[config.mk]
export PLATFORM = sky130hd
export DESIGN_NAME = mac_q31x16_sat
export DESIGN_NICKNAME = d
export VERILOG_FILES = /design/src/rtl/mac_q31x16_pkg.sv /design/src/rtl/mac_q31x16_addend.sv /design/src/rtl/mac_q31x16_satadd.sv /design/src/rtl/mac_q31x16_sat.sv
export SDC_FILE = /design/constraint.sdc
export NUM_CORES = 2
export LEC_CHECK = 0
export BUFFER_PORTS_ARGS = -buffer_cell sky130_fd_sc_hd__clkbuf_2
export CORE_UTILIZATION = 50
export DETAILED_ROUTE_END_ITERATION = 7
export GPL_TIMING_DRIVEN = 0
export PLACE_DENSITY = 0.65
export SLEW_MARGIN = 15
export SYNTH_ARGS = -nofsm -noshare
export SYNTH_HDL_FRONTEND = slang
export SYNTH_HIERARCHICAL = 1
export SYNTH_SLANG_ARGS = --single-unit
[constraint.sdc]
create_clock -name clk -period 0.94 [get_ports clk]
set_input_delay 0.141 -clock clk [delete_from_list [all_inputs] [get_ports clk]]
set_output_delay 0.141 -clock clk [all_outputs]
set_load 0.02 [all_outputs]
[src/rtl/mac_q31x16_pkg.sv]
package mac_q31x16_pkg;

  // Per-request arithmetic controls shared by every lane.
  typedef struct packed {
    logic use_top;  // pick upper halfword of the B lane
    logic dbl;      // fractional doubling
    logic rnd;      // round half up before truncation
  } mac_ctl_t;

endpackage

[src/rtl/mac_q31x16_addend.sv]
// Per-lane multiplier and addend former: 32 x 16 signed product, optional
// doubling alignment, optional rounding bias and the fractional corner case.
module mac_q31x16_addend
  import mac_q31x16_pkg::*;
#(
  parameter int WORD_W = 32,
  parameter int HALF_W = 16
) (
  input  logic [WORD_W-1:0] src_a,
  input  logic [WORD_W-1:0] src_b,
  input  mac_ctl_t          ctl,
  output logic [WORD_W-1:0] addend,
  output logic              corner
);

  localparam int PROD_W = WORD_W + HALF_W;
  localparam int EXT_W  = PROD_W + 1;
  localparam logic [EXT_W-1:0]  BIAS_PLAIN = EXT_W'(1) << (HALF_W - 1);
  localparam logic [EXT_W-1:0]  BIAS_DBL   = EXT_W'(1) << (HALF_W - 2);
  localparam logic [WORD_W-1:0] A_MIN      = {1'b1, {(WORD_W-1){1'b0}}};
  localparam logic [HALF_W-1:0] H_MIN      = {1'b1, {(HALF_W-1){1'b0}}};
  localparam logic [WORD_W-1:0] W_MAX      = {1'b0, {(WORD_W-1){1'b1}}};

  logic [HALF_W-1:0]        half;
  logic signed [PROD_W-1:0] prod;
  logic [EXT_W-1:0]         bias;
  logic [EXT_W-1:0]         biased;

  always_comb begin
    half   = ctl.use_top ? src_b[WORD_W-1 -: HALF_W] : src_b[HALF_W-1:0];
    prod   = $signed({{HALF_W{src_a[WORD_W-1]}}, src_a}) *
             $signed({{WORD_W{half[HALF_W-1]}}, half});
    bias   = !ctl.rnd ? '0 : (ctl.dbl ? BIAS_DBL : BIAS_PLAIN);
    biased = {prod[PROD_W-1], prod} + bias;
    corner = ctl.dbl && (src_a == A_MIN) && (half == H_MIN);
    if (corner) begin
      addend = W_MAX;
    end else if (ctl.dbl) begin
      addend = biased[HALF_W-1 +: WORD_W];
    end else begin
      addend = biased[HALF_W +: WORD_W];
    end
  end

endmodule

[src/rtl/mac_q31x16_satadd.sv]
// Per-lane accumulate with a one-bit-wider sum and clamp to the word range.
module mac_q31x16_satadd #(
  parameter int WORD_W = 32
) (
  input  logic [WORD_W-1:0] acc,
  input  logic [WORD_W-1:0] addend,
  output logic [WORD_W-1:0] sum_sat,
  output logic              clipped
);

  localparam logic [WORD_W-1:0] W_MAX = {1'b0, {(WORD_W-1){1'b1}}};
  localparam logic [WORD_W-1:0] W_MIN = {1'b1, {(WORD_W-1){1'b0}}};

  logic [WORD_W:0] wide;

  always_comb begin
    wide    = {acc[WORD_W-1], acc} + {addend[WORD_W-1], addend};
    clipped = wide[WORD_W] ^ wide[WORD_W-1];
    if (clipped) begin
      sum_sat = wide[WORD_W] ? W_MIN : W_MAX;
    end else begin
      sum_sat = wide[WORD_W-1:0];
    end
  end

endmodule

[src/rtl/mac_q31x16_sat.sv]
// Packed saturating multiply-accumulate, one registered stage.
module mac_q31x16_sat
  import mac_q31x16_pkg::*;
#(
  parameter int LANES  = 2,
  parameter int WORD_W = 32,
  parameter int HALF_W = 16
) (
  input  logic                    clk,
  input  logic                    rst_n,
  input  logic                    in_valid,
  input  logic                    sel_top,
  input  logic                    dbl_mode,
  input  logic                    rnd_mode,
  input  logic                    ovf_clr,
  input  logic [LANES*WORD_W-1:0] op_a,
  input  logic [LANES*WORD_W-1:0] op_b,
  input  logic [LANES*WORD_W-1:0] op_acc,
  output logic                    out_valid,
  output logic [LANES*WORD_W-1:0] result,
  output logic                    ovf_flag
);

  localparam int VEC_W = LANES * WORD_W;
  localparam logic [WORD_W-1:0] W_MAX = {1'b0, {(WORD_W-1){1'b1}}};
  localparam logic [WORD_W-1:0] W_MIN = {1'b1, {(WORD_W-1){1'b0}}};
  localparam logic [WORD_W-1:0] A_MIN = {1'b1, {(WORD_W-1){1'b0}}};
  localparam logic [HALF_W-1:0] H_MIN = {1'b1, {(HALF_W-1){1'b0}}};

  mac_ctl_t         ctl;
  logic [VEC_W-1:0] sum_vec;
  logic [LANES-1:0] lane_hit;

  logic [VEC_W-1:0] res_d, res_q;
  logic             vld_d, vld_q;
  logic             ovf_d, ovf_q;

  always_comb begin
    ctl.use_top = sel_top;
    ctl.dbl     = dbl_mode;
    ctl.rnd     = rnd_mode;
  end

  for (genvar i = 0; i < LANES; i++) begin : g_lane
    logic [WORD_W-1:0] addend;
    logic [WORD_W-1:0] lane_sum;
    logic              corner;
    logic              clipped;

    mac_q31x16_addend #(
      .WORD_W (WORD_W),
      .HALF_W (HALF_W)
    ) u_addend (
      .src_a  (op_a[i*WORD_W +: WORD_W]),
      .src_b  (op_b[i*WORD_W +: WORD_W]),
      .ctl    (ctl),
      .addend (addend),
      .corner (corner)
    );

    mac_q31x16_satadd #(
      .WORD_W (WORD_W)
    ) u_satadd (
      .acc     (op_acc[i*WORD_W +: WORD_W]),
      .addend  (addend),
      .sum_sat (lane_sum),
      .clipped (clipped)
    );

    assign sum_vec[i*WORD_W +: WORD_W] = lane_sum;
    assign lane_hit[i]                 = corner | clipped;

    // a clamped lane lands exactly on a range limit
    p_clamp_limit_r8: assert property (@(posedge clk) disable iff (!rst_n)
      clipped |-> (lane_sum == W_MAX || lane_sum == W_MIN));

    // the fractional corner pair always raises the flag
    p_corner_flag_r7: assert property (@(posedge clk) disable iff (!rst_n)
      (in_valid && dbl_mode && op_a[i*WORD_W +: WORD_W] == A_MIN &&
       (sel_top ? op_b[i*WORD_W+HALF_W +: HALF_W] : op_b[i*WORD_W +: HALF_W]) == H_MIN)
      |=> ovf_flag);
  end

  // Next-state logic
  always_comb begin
    vld_d = in_valid;
    res_d = in_valid ? sum_vec : res_q;
    ovf_d = (in_valid & (|lane_hit)) | (ovf_q & ~ovf_clr);
  end

  // State registers
  always_ff @(posedge clk or negedge rst_n) begin
    if (!rst_n) begin
      vld_q <= 1'b0;
      res_q <= '0;
      ovf_q <= 1'b0;
    end else begin
      vld_q <= vld_d;
      res_q <= res_d;
      ovf_q <= ovf_d;
    end
  end

  assign out_valid = vld_q;
  assign result    = res_q;
  assign ovf_flag  = ovf_q;

  // one-cycle latency
  p_latency_r2: assert property (@(posedge clk) disable iff (!rst_n)
    in_valid |=> out_valid);
  // idle cycles leave the result untouched
  p_idle_hold_r2: assert property (@(posedge clk) disable iff (!rst_n)
    !in_valid |=> (!out_valid && $stable(result)));
  // flag stays set unless cleared
  p_sticky_r9: assert property (@(posedge clk) disable iff (!rst_n)
    (ovf_flag && !ovf_clr) |=> ovf_flag);
  // clear without a competing request empties the flag
  p_clear_r9: assert property (@(posedge clk) disable iff (!rst_n)
    (ovf_clr && !in_valid) |=> !ovf_flag);
  // the flag only rises after a request
  p_rise_cause_r9: assert property (@(posedge clk) disable iff (!rst_n)
    $rose(ovf_flag) |-> $past(in_valid));

endmodule

* Word-level counts from Yosys, hierarchy flattened
Index checks and enable logic that the tools add are counted.
** Word-level totals
- Flip-flop bits (word level) :: 66
- Input bits :: 199
- Output and inout port bits :: 66
- Word-level logic and storage cells :: 38
** Cells by class
- $add $sub $neg :: 4
- Multiply operators :: 2
- Eq/ne operators :: 4
- Multiplexer cells :: 12
- Bitwise gates (word level) :: 8
- Reduce and logical (&&, ||, !) cells :: 5
** Operator list (number)
- 32-bit two-way mux :: 8
- 48-bit adder :: 2
- 32-bit by 16-bit multiplier with 48-bit output :: 2
- 32-bit by 32-bit adder with 33-bit output :: 2
- 32-bit == test, second input constant :: 2
- 16-bit two-way mux :: 3
- 48-bit two-way mux :: 1
- 16-bit == test, second input constant :: 2
- 1-bit logical AND :: 4
- 1-bit OR :: 3
- 1-bit AND :: 2
- 2-bit OR reduction :: 1
- 1-bit bitwise XOR :: 2
- 1-bit inverter :: 1

* Longest topological paths before layout
- Word-level depth :: 11
- Mapped depth :: 40
- Gate-level depth less buffers :: 35

* By module
Netlist, hierarchy kept.
** Modules (own cells, without submodules)
- mac_q31x16_addend (g_lane[0].u_addend) :: instances 1, cells each 2194, area an instance 18923.1 um^2, sequential area each 0.0 um^2
- mac_q31x16_addend (g_lane[1].u_addend) :: instances 1, cells each 2091, area an instance 18268.8 um^2, sequential area each 0.0 um^2
- mac_q31x16_satadd :: instances 2, cells each 287, area an instance 2043.2 um^2, sequential area each 0.0 um^2
- mac_q31x16_sat :: instances 1, cells each 140, area an instance 2646.3 um^2, sequential area each 1651.6 um^2

* Least setup slack after synthesis
No wires, ideal clock.
- Path type :: input port to flip-flop
- From :: in sel_top
- To :: reg res_q[43], in the netlist result[43]
- Setup time :: 0.125 ns
- Arrival time :: 9.092 ns
- Required time :: 0.815 ns
- Slack :: -8.277 ns
- Stages :: 37
- Path through :: buf_6 > clkbuf_1 > mux2_2 > clkbuf_1 > and2_1 > fa_1 > inv_1 > fa_1 > fa_1 > inv_1 > fa_1 > fa_1 > inv_1 > fa_1 > inv_1 > ha_1 > a21oi_1 > o21ai_0 > a2111oi_0 > o211ai_2 > a21oi_4 > nor4_4 > nor2_4 > o311ai_4 > o31a_1 > o221a_2 > ha_1 > clkbuf_1 > a211oi_1 > o21ai_0 > a221o_1 > a311oi_2 > nand2_1 > mux2i_4 > buf_6 > o21ai_2 > mux2_4
** Between the ends
- Longest elaborated chain between the ends :: 8
- Elaborated cells on any way between the ends :: 11
- Classes of those cells :: add/sub: 2; mul: 1; eq/ne: 1; mux: 5; bitwise: 1; reduce/logical: 1
** Ends and longest elaborated chain
- start, declared :: RTL line mac_q31x16_sat.sv:12 : input logic sel_top,
- 16-bit two-way mux (*) :: RTL line mac_q31x16_addend.sv:30 : half = ctl.use_top ? src_b[WORD_W-1 -: HALF_W] : src_b[HALF_W-1:0];
- 32-bit by 16-bit multiplier with 48-bit output :: RTL line mac_q31x16_addend.sv:31 : prod = $signed({{HALF_W{src_a[WORD_W-1]}}, src_a}) *
- 48-bit adder :: RTL line mac_q31x16_addend.sv:34 : biased = {prod[PROD_W-1], prod} + bias;
- 32-bit two-way mux :: RTL line mac_q31x16_addend.sv:38 : end else if (ctl.dbl) begin
- 32-bit two-way mux (*) :: RTL line mac_q31x16_addend.sv:36 : if (corner) begin
- via g_lane[1].addend[28] :: RTL line mac_q31x16_sat.sv:45 : logic [WORD_W-1:0] addend;
- 32-bit by 32-bit adder with 33-bit output (*) :: RTL line mac_q31x16_satadd.sv:17 : wide = {acc[WORD_W-1], acc} + {addend[WORD_W-1], addend};
- 32-bit two-way mux / 1-bit bitwise XOR (equally long branches) :: RTL line mac_q31x16_satadd.sv:20, mac_q31x16_satadd.sv:18
- 32-bit two-way mux (*) :: RTL line mac_q31x16_satadd.sv:19 : if (clipped) begin
- via g_lane[1].lane_sum[11] :: RTL line mac_q31x16_sat.sv:46 : logic [WORD_W-1:0] lane_sum;
- end signal, assigned :: RTL line mac_q31x16_sat.sv:99 : res_q <= res_d;
- end, declared :: RTL line mac_q31x16_sat.sv:34 : logic [VEC_W-1:0] res_d, res_q;
Mark *: on every way through the listed nets, which the timed path passes. The rest lies on a longest branch.
A chain may end at the register's enable or synchronous reset.

* Worst setup path in the final report
- From :: in sel_top
- To :: reg res_q[42], in the netlist result[42]
The elaborated chain is that of the path after synthesis.

==> metrics.cfg <==
[outcome]
outcome = finished with violations
violations = setup timing

[floorplan]
floorplan.die.height_um = 298.4
core-area_um2 = 86890
die-area_um2 = 89040
die_w_um = 298.4
top_level_ports = 265
start_util = 0.5055
fp-row-count = 108

[drt]
postRouteAntennaNets = 0
first_iter_violations = 2783
detail_route.wirelength_um = 139600
wire_per_inst_um = 21.46
routed_via_density = 5.541
vias = 36050
drt-pass1-iter-count = 6
drcViolationCount = 0

[synth]
synth_area_per_cell_um2 = 8.787
synth_edf_count = 0
syn_area_um2 = 43920
synth_warnings = 6
ys_seq_elements = 66
synth-async-reset-ratio = 1.000
synth_top_flop_cell = sky130_fd_sc_hd__dfrtp_1
seq_area_frac_synth = 0.03760
syn-instance-count = 4999
syn_nets = 6460
synth_cell_types = 96

[critical_path]
slowest_stage_delay_cp_ps = 520
worstPathBufferInverterCount = 11
timing.critical_path.to_type = flip-flop
arrival_ps = 9540
critPathLaunchType = primary input
cp_slowest_cell = sky130_fd_sc_hd__fa_1
critical_path.max_fanout = 9
most_common_cell_type_on_the_critical_path = sky130_fd_sc_hd__fa_1
timing.critical_path.required_ps = 1170
crit_type = in -> reg
worst_path_dominant_cell_family = adder cells

[final_layout]
layout.cells.most_common = sky130_fd_sc_hd__inv_1
final_cell_mix = sky130_fd_sc_hd__inv_1 (1132), sky130_fd_sc_hd__fa_1 (957), sky130_fd_sc_hd__nand2_1 (677), sky130_fd_sc_hd__and2_1 (376), sky130_fd_sc_hd__clkbuf_2 (256)
areaGrowthSynthToFinish_pct = 14.19
finish.net_count = 6805
drive_above_1_share = 0.1684

[clock_network]
tritoncts = done
cts_inserted_buffers = 9
clock_root_buffer = sky130_fd_sc_hd__clkbuf_16
number_of_h_tree_levels = 3
clock_transition_at_path_regs_ps = 60
cts_max_path_buffers = 2
tritoncts_num_sinks = 66
clock_latency_ps = 340

[timing]
timing_hold_violations_final = 0
postLayoutSetupSlackWorst_ps = -8374
worst_slew_margin_rel = 0.3442
worst_pin_slew_ps = 956.3
finalSetupViolCount = 131
min_tclk_post_route_ps = 9314
max_freq_ghz = 0.1074
finalClockSkew_ps = 0
finalMaxSlewViolations = 0
final.hold.worst_slack_ps = 236.4
final_min_period_over_clock_period = 9.908
setup_repair_after_global_routing_missed_its_margin = yes

[place]
place.gp.congestion = 0.9695
post-dp-hpwl_um = 115700
buffer_ports.inserted = 264

[worst_hold_path]
hold_crit_path_type = in -> async

[global_routing]
grt_overflow = 0
first_global_vias = 38090
grt_first_pass_wirelength_um = 220400
globalRouteTotalUtil = 0.3214
antenna_found_initial = 8
largest_net_degree_at_the_start_of_global_routing = 53

[run]
max_cap_violations = 0

## routing by layer
| metal | vias to the layer above | track usage | share of wire | wire length [um] |
|---|---|---|---|---|
| li1 | 15920 | - | - | - |
| met3 | 257 | 0.05751 | 0.085 | 11930 |
| met4 | 8 | 0.09158 | 0.031 | 4279 |
| met5 | - | 0 | 0.00043 | 60 |
| met2 | 1531 | 0.5103 | 0.46 | 64270 |
| met1 | 18330 | 0.4515 | 0.42 | 59090 |
## cell families (layout without fill, tap and decap cells)
kind of cell	count (synthesis)	count (layout)	synth area share
AND/OR/NAND/NOR	1477	1477	0.1645
multiplexers	122	122	0.03538
AO/OA/AOI/OAI	569	569	0.08959
other	0	2	0
buffers and inverters	1373	1723	0.1203
flip-flops	66	66	0.03760
adder cells (fa/ha/maj)	1262	1262	0.5263
XOR/XNOR	130	130	0.02626
## flip-flops by register name, indices dropped and copies added (netlist names)
name and count:
ovf_flag 1, out_valid 1, result 64
## synthesized netlist by cell type (6+ instances only)
library cell               count  area (um^2)
sky130_fd_sc_hd__o21bai_1     13        97.59
sky130_fd_sc_hd__or4_1        10        75.07
sky130_fd_sc_hd__buf_2        10        50.05
sky130_fd_sc_hd__nand3_1      54        270.3
sky130_fd_sc_hd__nor2b_1      37        231.5
sky130_fd_sc_hd__clkbuf_1    200        750.7
sky130_fd_sc_hd__xnor2_1      76        665.6
sky130_fd_sc_hd__inv_1      1141         4283
sky130_fd_sc_hd__ha_1        286         3578
sky130_fd_sc_hd__nor2_1      130        488.0
sky130_fd_sc_hd__or3_1        13        81.33
sky130_fd_sc_hd__fa_1        976        19540
sky130_fd_sc_hd__mux2_4       49        735.7
sky130_fd_sc_hd__xor2_1       52        455.4
sky130_fd_sc_hd__o22a_1       15        131.4
sky130_fd_sc_hd__or2_2        15        93.84
sky130_fd_sc_hd__o21a_1       21        157.7
sky130_fd_sc_hd__a211o_1       6        52.55
sky130_fd_sc_hd__buf_4         8        60.06
sky130_fd_sc_hd__a41oi_1       9        78.83
sky130_fd_sc_hd__nand4_1      20        125.1
sky130_fd_sc_hd__o21ai_2      15        131.4
sky130_fd_sc_hd__a221o_1       7        70.07
sky130_fd_sc_hd__nor3_1       35        175.2
sky130_fd_sc_hd__a21oi_1     156        780.8
sky130_fd_sc_hd__dfrtp_1      66         1652
sky130_fd_sc_hd__o21ai_0     103        515.5
sky130_fd_sc_hd__a211oi_1     20        150.1
sky130_fd_sc_hd__nand2_1     687         2579
sky130_fd_sc_hd__buf_6        12        135.1
sky130_fd_sc_hd__a31oi_1      16        100.1
sky130_fd_sc_hd__mux2i_1      23        230.2
sky130_fd_sc_hd__nand2b_1     12        75.07
sky130_fd_sc_hd__o211ai_1     30        225.2
sky130_fd_sc_hd__mux2_2       47        529.3
sky130_fd_sc_hd__a21o_1       57        427.9
sky130_fd_sc_hd__nor4_1       27        168.9
sky130_fd_sc_hd__nor4b_1       6        52.55
sky130_fd_sc_hd__and3_1       20        125.1
sky130_fd_sc_hd__and2_1      385         2409
sky130_fd_sc_hd__o31ai_1      18        135.1
sky130_fd_sc_hd__a31o_2        7        61.31
## repair_timing
action,CTS,global route
pin swaps,36,101
hold buffers,3,0
endpoints found under the hold margin,16,0
buffers inserted,26,48
setup endpoints to repair,131,131
gates cloned,3,4
gates resized for setup,193,348
## layout make-up
cell class	count	area [um^2]
Clock inverter	6	41.29
Buffer	217	1518
Fill cell	7829	36730
Antenna cell	2	5.005
Sequential cell	66	1652
Inverter	1142	4294
Clock buffer	10	239.0
Timing Repair Buffer	348	2306
Tap cell	1155	1445
Multi-Input combinational cell	3560	38660
## per-stage QoR
step	worst slack, ps	setup TNS (ps)	cells	utilization	instance area [um^2]
after detailed placement	-10410	-660370	6419	0.5453	47380
after CTS	-8453	-549270	6465	0.5591	48580
after floorplan	-7678	-488980	4999	-	44580
final	-8374	-541070	6506	0.5773	50160
after global routing	-8567	-555690	6504	0.5772	50150
after global placement	-10480	-714920	6418	0.5449	47350
## final timing paths
path | to | cells after the start | slack [ps] | from
worst max-delay path | result[42]$_DFFE_PN0P_ | 40 | -8370 | sel_top
worst min-delay path | result[39]$_DFFE_PN0P_ | 2 | 240 | rst_n
worst max register to register | result[12]$_DFFE_PN0P_ | 1 | 130 | result[12]$_DFFE_PN0P_
worst min register to register | result[42]$_DFFE_PN0P_ | 1 | 510 | result[42]$_DFFE_PN0P_
max in group asynchronous | result[14]$_DFFE_PN0P_ | 3 | 150 | rst_n
min in group clk | result[63]$_DFFE_PN0P_ | 3 | 270 | in_valid
Power is not shown: default switching activity piles up to over one toggle a cycle in this logic, so the estimate is an artifact.
